**src/rtl/strseq_pkg.sv**
```systemverilog
package strseq_pkg;
  typedef enum logic [1:0] {
    ST_IDLE  = 2'd0,
    ST_READ  = 2'd1,
    ST_WRITE = 2'd2,
    ST_FIN   = 2'd3
  } strseq_state_e;

  typedef enum logic {
    SEG_DATA  = 1'b0,
    SEG_EXTRA = 1'b1
  } strseq_seg_e;
endpackage

```
**src/rtl/strseq_index_bank.sv**
```systemverilog
module strseq_index_bank #(
  parameter int W = 16,
  parameter int N = 2
) (
  input  logic                clk,
  input  logic                rst_n,
  input  logic                load,
  input  logic [N-1:0][W-1:0] load_val,
  input  logic                step_en,
  input  logic                dir_dec,
  input  logic                wide,
  output logic [N-1:0][W-1:0] idx
);
  function automatic logic [W-1:0] step_index(input logic [W-1:0] v,
                                               input logic dec,
                                               input logic wd);
    logic [W-1:0] amt;
    amt = wd ? W'(2) : W'(1);
    return dec ? v - amt : v + amt;
  endfunction

  for (genvar i = 0; i < N; i++) begin : g_idx
    always_ff @(posedge clk) begin
      if (!rst_n)       idx[i] <= '0;
      else if (load)    idx[i] <= load_val[i];
      else if (step_en) idx[i] <= step_index(idx[i], dir_dec, wide);
    end
  end
endmodule

```
**src/rtl/strseq_counter.sv**
```systemverilog
module strseq_counter #(
  parameter int W = 16
) (
  input  logic         clk,
  input  logic         rst_n,
  input  logic         load,
  input  logic [W-1:0] load_val,
  input  logic         dec_en,
  output logic [W-1:0] cnt,
  output logic         last
);
  always_ff @(posedge clk) begin
    if (!rst_n)      cnt <= '0;
    else if (load)   cnt <= load_val;
    else if (dec_en) cnt <= cnt - W'(1);
  end

  assign last = (cnt == W'(1));
endmodule

```
**src/rtl/strseq_fsm.sv**
```systemverilog
module strseq_fsm
  import strseq_pkg::*;
(
  input  logic          clk,
  input  logic          rst_n,
  input  logic          start,
  input  logic          zero_init,
  input  logic          mem_ready,
  input  logic          last,
  output strseq_state_e state,
  output logic          start_taken,
  output logic          rd_fire,
  output logic          wr_fire
);
  strseq_state_e nxt;

  assign start_taken = (state == ST_IDLE) && start;
  assign rd_fire     = (state == ST_READ) && mem_ready;
  assign wr_fire     = (state == ST_WRITE) && mem_ready;

  always_comb begin
    nxt = state;
    case (state)
      ST_IDLE:  if (start) nxt = zero_init ? ST_FIN : ST_READ;
      ST_READ:  if (mem_ready) nxt = ST_WRITE;
      ST_WRITE: if (mem_ready) nxt = last ? ST_FIN : ST_READ;
      default:  nxt = ST_IDLE;
    endcase
  end

  always_ff @(posedge clk) begin
    if (!rst_n) state <= ST_IDLE;
    else        state <= nxt;
  end
endmodule

```
**src/rtl/strseq_xfer.sv**
```systemverilog
module strseq_xfer
  import strseq_pkg::*;
#(
  parameter int AW = 16,
  parameter int CW = 16,
  parameter int DW = 16
) (
  input  logic          clk,
  input  logic          rst_n,
  input  logic          start,
  input  logic          dir_dec,
  input  logic          word_mode,
  input  logic [AW-1:0] init_src,
  input  logic [AW-1:0] init_dst,
  input  logic [CW-1:0] init_cnt,
  output logic          busy,
  output logic          done,
  output logic          mem_req,
  output logic          mem_we,
  output logic          mem_seg,
  output logic [AW-1:0] mem_off,
  output logic [DW-1:0] mem_wdata,
  input  logic [DW-1:0] mem_rdata,
  input  logic          mem_ready,
  output logic [AW-1:0] fin_src,
  output logic [AW-1:0] fin_dst,
  output logic [CW-1:0] fin_cnt
);
  localparam int SRC = 0;
  localparam int DST = 1;

  strseq_state_e        state;
  logic                 start_taken, rd_fire, wr_fire, last;
  logic                 dir_q, wide_q;
  logic [DW-1:0]        buf_q;
  logic [1:0][AW-1:0]   init_idx, idx;

  assign init_idx[SRC] = init_src;
  assign init_idx[DST] = init_dst;

  strseq_fsm u_fsm (
    .clk(clk), .rst_n(rst_n), .start(start),
    .zero_init(init_cnt == '0), .mem_ready(mem_ready), .last(last),
    .state(state), .start_taken(start_taken),
    .rd_fire(rd_fire), .wr_fire(wr_fire)
  );

  strseq_index_bank #(.W(AW), .N(2)) u_idx (
    .clk(clk), .rst_n(rst_n), .load(start_taken), .load_val(init_idx),
    .step_en(wr_fire), .dir_dec(dir_q), .wide(wide_q), .idx(idx)
  );

  strseq_counter #(.W(CW)) u_cnt (
    .clk(clk), .rst_n(rst_n), .load(start_taken), .load_val(init_cnt),
    .dec_en(wr_fire), .cnt(fin_cnt), .last(last)
  );

  always_ff @(posedge clk) begin
    if (!rst_n) begin
      dir_q  <= 1'b0;
      wide_q <= 1'b0;
      buf_q  <= '0;
    end else begin
      if (start_taken) begin
        dir_q  <= dir_dec;
        wide_q <= word_mode;
      end
      if (rd_fire) buf_q <= mem_rdata;
    end
  end

  assign busy      = (state != ST_IDLE);
  assign done      = (state == ST_FIN);
  assign mem_req   = (state == ST_READ) || (state == ST_WRITE);
  assign mem_we    = (state == ST_WRITE);
  assign mem_seg   = (state == ST_WRITE) ? SEG_EXTRA : SEG_DATA;
  assign mem_off   = (state == ST_WRITE) ? idx[DST] : idx[SRC];
  assign mem_wdata = buf_q;
  assign fin_src   = idx[SRC];
  assign fin_dst   = idx[DST];
endmodule

```
**config.mk**
```make
export PLATFORM = sky130hd
export DESIGN_NAME = strseq_xfer
export DESIGN_NICKNAME = d
export VERILOG_FILES = /design/src/rtl/strseq_pkg.sv /design/src/rtl/strseq_index_bank.sv /design/src/rtl/strseq_counter.sv /design/src/rtl/strseq_fsm.sv /design/src/rtl/strseq_xfer.sv
export SDC_FILE = /design/constraint.sdc
export NUM_CORES = 1
export LEC_CHECK = 0
export BUFFER_PORTS_ARGS = -buffer_cell sky130_fd_sc_hd__clkbuf_2
export CORE_AREA = 2 2 108 100
export DETAILED_ROUTE_END_ITERATION = 10
export DIE_AREA = 0 0 110 102
export PLACE_DENSITY = 0.75
export SYNTH_ARGS = -nofsm -noshare
export SYNTH_HDL_FRONTEND = slang
export SYNTH_SLANG_ARGS = --single-unit
export TNS_END_PERCENT = 30
```
**constraint.sdc**
```tcl
create_clock -name clk -period 4.1 [get_ports clk]
set_clock_uncertainty 0.1 [all_clocks]
set_input_delay 0.41 -clock clk [delete_from_list [all_inputs] [get_ports clk]]
set_output_delay 0.41 -clock clk [all_outputs]
set_load 0.03 [all_outputs]
```
# After elaboration in Yosys (flattened, before gate mapping)
# Index checks and enable logic that the tools add are counted.
totals:
  ff_bits: 68
  inputBits: 70
  output_inout_bits: 85
  elab_cells: 45
classes:
  add_sub_neg: 5
  n_eq_ne: 7
  mux: 17
  n_reduce_logical: 9
ops:
  columns: ["cell", "count"]
  rows:
  - ["$mux 16", 9]
  - ["$add 16x16->16", 1]
  - ["$add 16x2->16", 1]
  - ["$eq 16x1->1 const B", 1]
  - ["$logic_not 16->1", 1]
  - ["$sub 16x1->16 const B", 1]
  - ["$sub 16x16->16", 1]
  - ["$sub 16x2->16", 1]
  - ["$mux 2", 6]
  - ["$pmux 2 s3", 1]
  - ["$eq 2x2->1 const B", 2]
  - ["$ne 2x2->1 const B", 2]
  - ["$reduce_bool 2->1", 2]
  - ["$logic_and 1x1->1", 3]
  - ["$reduce_and 3->1", 1]
  - ["$eq 2x1->1 const B", 1]
  - ["$logic_not 2->1", 1]
  - ["$ne 2x1->1 const B", 1]
  - ["$logic_or 1x1->1", 1]
  - ["$mux 1", 1]

# Longest topological paths before layout
# Gate-level depths: netlist (run 1).
logic_depth:
  depth_word: 5
  ltp_mapped: 10
  mapped_depth_nobuf: 10

# By module
# From an unflattened synthesis (run 1), not the netlist that was laid out.
hier_totals:
  hier_cells: 573
  area_unflattened_um2: 4936.0
by_module_without_submodules:
  columns: ["module", "n_inst", "cells_each", "area_per_inst_um2", "seq_area_each_um2"]
  rows:
  - ["strseq_index_bank", 1, 375, 2937.8, 640.6]
  - ["strseq_xfer", 1, 87, 1027.2, 360.3]
  - ["strseq_counter", 1, 98, 849.6, 320.3]
  - ["strseq_fsm", 1, 13, 121.4, 40.0]

# Worst setup path before layout (run 1)
# Ideal clock, no wire load.
synth_timing:
  path_type: "reg2reg"
  from: "register dir_q"
  to: "register u_idx.idx[30] (netlist name)"
  setup_time_ps: 79
  arrival_time_ps: 2794
  required_time_ps: 3921
  setup_slack_ps: 1127
  stages_incl_launch_ff: 11
  n_path_buf: 1
  period_less_slack_ps: 2973
  cell_sequence: "dfxtp_1 -> clkbuf_1 -> nand2b_1 -> xnor2_1 -> ha_1 -> nor3_1 -> a2bb2oi_1 -> a211oi_2 -> o21ai_1 -> a2111o_1 -> o211ai_1"
synth_via:
  elab_chain_len: 3
synth_rtl:
  columns: ["item", "line_no", "text"]
  rows:
  - ["start: declaration", "strseq_xfer.sv:34", "logic dir_q, wide_q;"]
  - ["start signal: assignment", "strseq_xfer.sv:65", "dir_q <= dir_dec;"]
  - ["$mux 16", "strseq_index_bank.sv:19", "return dec ? v - amt : v + amt;"]
  - ["$mux 16", "strseq_index_bank.sv:26", "else if (step_en) idx[i] <= step_index(idx[i], dir_dec, wide);"]
  - ["$mux 16", "strseq_index_bank.sv:25", "else if (load) idx[i] <= load_val[i];"]
  - ["end signal: indexed assignment", "strseq_index_bank.sv:25", null]
  - ["end signal: indexed assignment", "strseq_index_bank.sv:26", null]
  - ["end: declaration", "strseq_index_bank.sv:12", "output logic [N-1:0][W-1:0] idx"]
# No other way between the ends. The select of a mux whose other input is x is not followed.
# A chain may end at the register's enable or synchronous reset.

# Final worst setup path (run 1)
# Same ends and word-level chain as after synthesis.

==> flow_summary.ini, run 1 <==
[timing]
fmax_mhz = 315
worst_pin_slew_ns = 0.928
maxSlewViolCount = 0
setup_viol = 0
final-hold-violation-count = 0
slew_headroom = 0.381
rsz0062_at_grt = no
min_period_ns = 3.17
post-route-period-util = 0.774
fin_setup_tns_ns = 0
hold_slack_ns = 0.184

[global_route]
grt.total_usage = 0.258
grt_overflow = 0
grt_max_degree = 54
grt_pass1_vias = 4846
grt_pass1_wl_um = 23200
antenna_found_initial = 0

[die]
core-area_mm2 = 0.0100
die-area_mm2 = 0.0112
die_h_um = 102
io_pins = 155
rows = 35
fp.dieW_um = 110
start_util = 0.492

[pwr]
pwr-share-clk = 0.153
p_int_mw = 1.81
comb_power_share = 0.564
total_power_mw = 3.64
p_seq_frac = 0.283
peakVddDrop_mv = 0.361
switching_share = 0.501
power.density_mw_per_mm2 = 609
p_sw_mw = 1.82
leakage_nw = 2.77

[clock_tree]
cts_tree = built
cts_sinks = 68
htreeDepth = 3
cts_resized = 0
cts.clk_slew.worst_paths_ns = 0.08
clock_path_buffers = 2
insertion_delay_ns = 0.36
clock-root-buffer = clkbuf_8
postCtsHoldBufs = 0
postCtsSetupRepairBufs = 0
cts_buffers = 9

[detailed_routing]
vias = 5273
first_iter_violations = 300
route.detailed.wl_per_inst_um = 16.2
dr.pass1.iters = 5
viasPerCell = 5.88
drc = 0
ant_nets = 0
wirelength_um = 14500

[synth]
synth_edf_count = 0
avgSynthCellArea_um2 = 7.85
synthFlopType = dfxtp_1
synth_top_family_by_area = compound AO/OA/AOI/OAI gates
async_reset_ff_frac = 0
syn_nets = 735
synth_top_area_frac = 0.276
synthDistinctLibCells = 62
yosys-top-cells-area = dfxtp_1 (28%), ha_1 (9.1%), nand2_1 (7.5%), a21oi_1 (5.1%), o21ai_0 (4.0%)
yosys.area_share.adder = 0.0933
netlist_instances = 629
synth.area.mux_share = 0.0426
ys_top_cells_by_count = nand2_1 (99), dfxtp_1 (68), a21oi_1 (50)
yosysSeqAreaShare = 0.276
synth_seq_cells = 68
yosysMostFrequentCell = nand2_1
synth_area_leader_cell = dfxtp_1
yosys_warnings = 0
synthSimpleGateAreaFrac = 0.203
synth_xor_area_frac = 0.0603
synth_compound_area_frac = 0.283
syn_area_mm2 = 0.00494

[worst_setup_path]
cpMaxStageDelayCell = dfxtp_1
cp_cell_sequence = nand2b_1, xnor2_1, ha_1, nor3_1, a2bb2oi_1, a211oi_2, o21ai_1, a2111o_1, o211ai_1
slowest_delay_ns = 0.90
path_class = reg2reg
cp_max_fo = 22
critPathArrivalTime_ns = 3.35
worst_setup_path_start_kind = register
crit_required_ns = 4.28
critPathTopFamily = compound AO/OA/AOI/OAI gates
cp_num_buf_inv = 0
cp-end-kind = register

[placement]
place.gp.congestion = 0.928
place_area_mm2 = 0.00578
hpwl_um = 10800
numPortBuffers = 154

[final_layout]
syn2layout_area_growth_pct = 21.0
drive_above_1_share = 0.260
nNetsFinal = 870
diodes = 0
nFillCells = 922
fin_area_mm2 = 0.00597

[status]
status = finished clean

[hold_path]
min_path_type = in2reg

[run]
drv_cap = 0
-- final timing paths --
path | startpoint | cells past startpoint | end | slack (ns)
max reg2reg | dir_q$_SDFFE_PN0P_ | 9 | u_idx.idx[30]$_SDFFE_PN0P_ | 0.93
min | word_mode | 3 | wide_q$_SDFFE_PN0P_ | 0.18
max | dir_q$_SDFFE_PN0P_ | 9 | u_idx.idx[30]$_SDFFE_PN0P_ | 0.93
min reg2reg | mem_wdata[5]$_SDFFE_PN0P_ | 2 | mem_wdata[5]$_SDFFE_PN0P_ | 0.37
-- state kept, by name, indices dropped and copies added, names as in the netlist --
signal       flops
u_idx.idx       32
mem_wdata       16
u_cnt.cnt       16
u_fsm.state      2
dir_q            1
wide_q           1
-- layout make-up --
class | count | area [um2] | share of cell area
multi-input cells | 507 | 3370 | 0.565
clock inverters | 6 | 66.3 | 0.0111
repair buffers | 161 | 823 | 0.138
clock buffers | 9 | 124 | 0.0207
well taps | 129 | 161 | 0.0270
flip-flops and latches | 68 | 1360 | 0.228
inverters | 17 | 63.8 | 0.0107
-- per-layer routing --
layer	track usage	share of wire
met5	0	0
met4	0.0906	0.024
met3	0.0599	0.073
met2	0.413	0.45
met1	0.342	0.45
-- stage by stage --
| step | cells | worst slack, ns | utilization |
|---|---|---|---|
| 2_1_floorplan | 629 | 1.13 | - |
| 3_3_place_gp | 882 | 1.09 | 0.577 |
| 3_5_place_dp | 882 | 0.994 | 0.577 |
| 4_1_cts | 897 | 0.973 | 0.596 |
| 5_1_grt | 897 | 0.768 | 0.596 |
| 6_report | 897 | 0.928 | 0.596 |
-- layout by cell type (no fill, tap or decap), types with 13 or more instances in the layout --
master | netlist | routed
xor2_1 | 13 | 13
inv_1 | 17 | 17
dfxtp_1 | 68 | 68
clkbuf_2 | 0 | 154
a31oi_1 | 13 | 13
nor2_1 | 32 | 32
nand2_1 | 99 | 98
a21boi_0 | 24 | 24
o211ai_1 | 19 | 19
xnor2_1 | 21 | 21
mux2_2 | 16 | 16
ha_1 | 36 | 36
a21oi_1 | 50 | 50
o21ai_0 | 39 | 39
o211a_1 | 17 | 17
-- logic make-up after synthesis --
kind of cell / Yosys count
AND/OR/NAND/NOR: 209
AO/OA/AOI/OAI: 208
flip-flops: 68
buffers and inverters: 54
adder cells (fa/ha/maj): 37
XOR/XNOR: 34
multiplexers: 19
-- power groups by stage --
stage	registers (mW)	logic, mW	clock network [mW]
after floorplan	1.27	1.25	0
after global placement	1.03	1.99	0
after detailed placement	1.04	2.03	0
after CTS	1.03	2.04	0.570
after global routing	1.05	2.24	0.595
final	1.03	2.05	0.556
-- worst reg2reg max path, cell delays in order, from the launching register on --
cell       delay, ns
dfxtp_1         0.90
nand2b_1        0.27
xnor2_1         0.19
ha_1            0.22
nor3_1          0.20
a2bb2oi_1       0.12
a211oi_2        0.36
o21ai_1         0.21
a2111o_1        0.44
o211ai_1        0.09
Note: power is estimated with default switching activity, not from simulation.
==> run 2, diff against run 1 <==
==> constraint.sdc (replaced) <==
create_clock -name clk -period 3 [get_ports clk]
set_clock_uncertainty 0.1 [all_clocks]
set_input_delay 0.3 -clock clk [delete_from_list [all_inputs] [get_ports clk]]
set_output_delay 0.3 -clock clk [all_outputs]
set_load 0.03 [all_outputs]
==> flow_summary.ini, run 2 (synthesis gave the netlist of run 1 again) <==
[placement]
dp_slack_ns = 0.252
place.gp.congestion = 0.932
hpwl_um = 10900
numPortBuffers = 154

[final_layout]
utilization = 0.601
regMostFlops = u_idx.idx
nFillCells = 939
nNetsFinal = 875
syn2layout_area_growth_pct = 22.2
layout.cells.most_common_list = clkbuf_2 (154), nand2_1 (98), dfxtp_1 (68)
final_common_cell = clkbuf_2
largest_register_ffs = 32
diodes = 0
drive_above_1_share = 0.266

[worst_setup_path]
slowest_delay_ns = 0.56
cpMaxStageDelayCell = dfxtp_1
cp_num_buf_inv = 0
r2r_slack_ns = 0.22
critPathTopFamily = compound AO/OA/AOI/OAI gates
critPathArrivalTime_ns = 2.97
worst_r2r_endpoint = u_idx.idx[30]$_SDFFE_PN0P_
worstReg2RegStart = dir_q$_SDFFE_PN0P_
cp_max_fo = 11
cp-end-kind = register
cp_cell_sequence = nand2b_1, xnor2_1, ha_1, nor3_1, a2bb2oi_1, a211oi_2, o21ai_1, a2111o_1, o211ai_1
crit_end = u_idx.idx[30]$_SDFFE_PN0P_
crit_cells = 9
path_class = reg2reg
worst-r2r-cell-count = 9
crit_required_ns = 3.19
worst_setup_path_start_kind = register
crit_path_start = dir_q$_SDFFE_PN0P_

[die]
fp.dieW_um = 110
io_pins = 155
start_util = 0.492
die_h_um = 102
die-area_mm2 = 0.0112
core-area_mm2 = 0.0100
rows = 35

[clock_tree]
cts_tree = built
clock_path_buffers = 2
postCtsSetupRepairBufs = 0
insertion_delay_ns = 0.37
postCtsHoldBufs = 0
clock-root-buffer = clkbuf_8
cts_buffers = 9
cts_sinks = 68
cts.clk_slew.worst_paths_ns = 0.09
htreeDepth = 3
cts_resized = 0

[hold_path]
min-delay-start = init_src[14]
min_path_type = in2reg

[global_route]
grt.total_usage = 0.262
grt_pass1_vias = 4950
antenna_found_initial = 0
grt_max_degree = 71
grt_pass1_wl_um = 23400
grt_overflow = 0

[pwr]
power.density_mw_per_mm2 = 833
leakage_nw = 2.81
peakVddDrop_mv = 0.497

[timing]
slew_headroom = 0.474
setup_viol = 0
maxSlewViolCount = 0
worst_pin_slew_ns = 0.785
setup_slack_ns = 0.222
rsz0062_at_grt = no
fmax_mhz = 360
post-route-period-util = 0.926
min_period_ns = 2.78
final-hold-violation-count = 0
fin_setup_tns_ns = 0

[detailed_routing]
ant_nets = 0
viasPerCell = 5.82
route.detailed.wl_per_inst_um = 16.2
drc = 0
dr.pass1.iters = 7
wirelength_um = 14600
vias = 5259
first_iter_violations = 206

[status]
status = finished clean

[run]
drv_cap = 0
==> run 2: cell count changes in the layout (fill, tap and decap cells not counted), sizes merged <==
| cell | previous run | this run |
|---|---|---|
| buf | 7 | 12 |
| inv | 17 | 18 |
| clkinv | 2 | 3 |
| clkinvlp | 3 | 2 |
==> run 2: stage by stage <==
| step | hold slack (ns) | power (mW) | cells | area [um2] |
|---|---|---|---|---|
| detailed placement | 0.358 | 4.22 | 887 | 5830 |
| global route | 0.0644 | 5.36 | 903 | 6030 |
| finish | 0.0488 | 5.03 | 903 | 6030 |
| global placement | 0.351 | 4.16 | 887 | 5830 |
| floorplan | 0.330 | 3.45 | 629 | 4940 |
| CTS | 0.0463 | 5.03 | 903 | 6030 |
==> run 2: worst reg2reg max path: stages, from the launching register on <==
cell       delay, ns
dfxtp_1         0.56
nand2b_1        0.22
xnor2_1         0.18
ha_1            0.23
nor3_1          0.20
a2bb2oi_1       0.13
a211oi_2        0.35
o21ai_1         0.19
a2111o_1        0.45
o211ai_1        0.11
==> run 2: cell type report <==
type	instances	area [um2]	area share
clock buffer	9	124	0.0205
clock inverter	7	76.3	0.0127
inverter	17	63.8	0.0106
multi-input combinational	507	3370	0.559
sequential	68	1360	0.226
tap	129	161	0.0268
timing repair buffer	166	873	0.145
==> run 2: worst min-delay path by stage <==
stage                            endpoint  slack [ns]  cells past startpoint
5_1_grt        mem_wdata[13]$_SDFFE_PN0P_        0.06                      3
4_1_cts        u_idx.idx[14]$_SDFFE_PN0P_        0.05                      3
3_5_place_dp   mem_wdata[14]$_SDFFE_PN0P_        0.36                      2
3_3_place_gp    mem_wdata[5]$_SDFFE_PN0P_        0.35                      2
2_1_floorplan  u_idx.idx[14]$_SDFFE_PN0P_        0.33                      2
6_report       u_idx.idx[14]$_SDFFE_PN0P_        0.05                      3
==> run 2: layer usage <==
layer | part of all wire | GRT usage | up-vias
li1 | - | - | 2582
met1 | 0.45 | 0.337 | 2482
met2 | 0.47 | 0.449 | 179
met3 | 0.059 | 0.0440 | 16
met4 | 0.013 | 0.0808 | 0
met5 | 0 | 0 | -
==> run 2: where the power goes <==
| part | internal (mW) | switching [mW] | leakage (nW) |
|---|---|---|---|
| clock | 0.388 | 0.411 | 0.0958 |
| sequential | 1.12 | 0.280 | 0.560 |
| combinational | 0.996 | 1.83 | 2.15 |
| total | 2.51 | 2.52 | 2.81 |
==> run 3, diff against run 2 <==
==> constraint.sdc (replaced) <==
create_clock -name clk -period 2.7 [get_ports clk]
set_clock_uncertainty 0.1 [all_clocks]
set_input_delay 0.27 -clock clk [delete_from_list [all_inputs] [get_ports clk]]
set_output_delay 0.27 -clock clk [all_outputs]
set_load 0.03 [all_outputs]
==> flow_summary.ini, run 3 (synthesis gave the netlist of run 1 again) <==
[pwr]
leakage_nw = 2.83
peakVddDrop_mv = 0.568
total_power_mw = 5.72
switching_share = 0.486
power.density_mw_per_mm2 = 941
comb_power_share = 0.550
p_seq_frac = 0.274
p_int_mw = 2.94
p_sw_mw = 2.78
pwr-share-clk = 0.176

[die]
die-area_mm2 = 0.0112
core-area_mm2 = 0.0100
start_util = 0.492
die_h_um = 102
rows = 35
io_pins = 155
fp.dieW_um = 110

[timing]
setup_viol = 0
rsz0062_at_grt = no
slew_headroom = 0.448
worst_pin_slew_ns = 0.828
fin_setup_tns_ns = 0
maxSlewViolCount = 0
final-hold-violation-count = 0
fmax_mhz = 399
min_period_ns = 2.50
post-route-period-util = 0.927

[clock_tree]
cts_tree = built
postCtsSetupRepairBufs = 0
cts.clk_slew.worst_paths_ns = 0.08
cts_sinks = 68
htreeDepth = 3
clock-root-buffer = clkbuf_8
cts_buffers = 9
clock_path_buffers = 2
insertion_delay_ns = 0.35

[placement]
place_area_mm2 = 0.00584
post-place-cells = 886
place.gp.congestion = 0.988
hpwl_um = 10800
numPortBuffers = 154

[worst_setup_path]
path_class = reg2reg
crit_required_ns = 2.88
worst-r2r-cell-count = 7
cpMaxStageDelayCell = dfxtp_4
critPathTopFamily = compound AO/OA/AOI/OAI gates
cp-end-kind = register
cp_cell_sequence = ha_1, o21a_1, or2_1, a31o_1, a211o_1, a311o_1, a31oi_1
crit_path_start = dir_q$_SDFFE_PN0P_
cp_num_buf_inv = 0
worstReg2RegStart = dir_q$_SDFFE_PN0P_
crit_end = u_idx.idx[31]$_SDFFE_PN0P_
worst_r2r_endpoint = u_idx.idx[31]$_SDFFE_PN0P_
crit_cells = 7
worst_setup_path_start_kind = register
critPathArrivalTime_ns = 2.69
cp_max_fo = 19
r2r_slack_ns = 0.20
slowest_delay_ns = 0.49

[global_route]
antenna_found_initial = 0
grt_pass1_vias = 4863
grt_pass1_wl_um = 23600
grt.total_usage = 0.265
grt_overflow = 0
grt_max_degree = 71

[detailed_routing]
first_iter_violations = 251
route.detailed.wl_per_inst_um = 16.2
drc = 0
vias = 5245
wirelength_um = 14600
ant_nets = 0
viasPerCell = 5.81
dr.pass1.iters = 5

[final_layout]
utilization = 0.606
final_cells = 902
layout.cells.most_common_list = clkbuf_2 (154), nand2_1 (98), dfxtp_1 (67)
syn2layout_area_growth_pct = 23.1
nNetsFinal = 874
largest_register_ffs = 32
drive_above_1_share = 0.266
fin_area_mm2 = 0.00608
diodes = 0
regMostFlops = u_idx.idx
nFillCells = 911
final_common_cell = clkbuf_2

[run]
drv_cap = 0

[status]
status = finished clean

[hold_path]
min_path_type = in2reg
run 3: changes by cell type in the layout (fill, tap and decap cells not counted):
| cell | change |
|---|---|
| clkinvlp_4 | -1 |
| clkinv_4 | -2 |
| clkbuf_16 | +1 |
| dfxtp_4 | +1 |
| nor3_1 | -1 |
| clkbuf_1 | +1 |
| buf_12 | +1 |
| bufinv_16 | +1 |
| nor3_2 | +1 |
| dfxtp_1 | -1 |
| buf_4 | -2 |
run 3: timing repair:
action | in CTS | in global routing
resized for setup | 0 | 1
hold buffers | 0 | 0
setup endpoints to repair | 0 | 1
run 3: how the worst min path moves through the flow:
stage                          startpoint  depth (start not counted)                    endpoint
2_1_floorplan                init_src[14]                          2  u_idx.idx[14]$_SDFFE_PN0P_
3_3_place_gp    mem_wdata[5]$_SDFFE_PN0P_                          2   mem_wdata[5]$_SDFFE_PN0P_
3_5_place_dp   mem_wdata[11]$_SDFFE_PN0P_                          2  mem_wdata[11]$_SDFFE_PN0P_
4_1_cts                      init_src[14]                          3  u_idx.idx[14]$_SDFFE_PN0P_
5_1_grt                       init_src[5]                          3   u_idx.idx[5]$_SDFFE_PN0P_
6_report                      init_src[5]                          3   u_idx.idx[5]$_SDFFE_PN0P_
run 3: power by group through the flow:
stage	registers [mW]	clock network, mW	logic (mW)
5_1_grt	1.60	1.07	3.44
2_1_floorplan	1.94	0	1.90
3_3_place_gp	1.57	0	3.05
6_report	1.57	1.01	3.15
4_1_cts	1.56	1.02	3.14
3_5_place_dp	1.58	0	3.12
run 3: tightest hold or removal path, cell delays in order:
cell	delay (ns)
clkbuf_2	0.08
nand2_1	0.04
a21boi_0	0.06
run 3: per-layer routing:
layer  vias to the layer above  wire length, um  global-route usage
met1                      2415             6630               0.354
met2                       219             6750               0.437
met3                        24             1060              0.0536
met5                         -                0                   0
met4                         0              201              0.0682
li1                       2587                -                   -
run 3: final cells by class:
class / count / area, um2 / share of cell area
Clock inverter: 5 / 81.3 / 0.0134
Inverter: 17 / 63.8 / 0.0105
Sequential cell: 68 / 1370 / 0.225
Clock buffer: 11 / 153 / 0.0251
Tap cell: 129 / 161 / 0.0265
Multi-Input combinational cell: 507 / 3380 / 0.555
Timing Repair Buffer: 165 / 878 / 0.144
run 3: stage by stage:
stage / hold slack (ns) / setup WS, ns
global route: 0.0324 / 0.0467
finish: 0.0449 / 0.197
global placement: 0.354 / 0.295
CTS: 0.0320 / 0.168
floorplan: 0.300 / 0.0577
detailed placement: 0.363 / 0.223
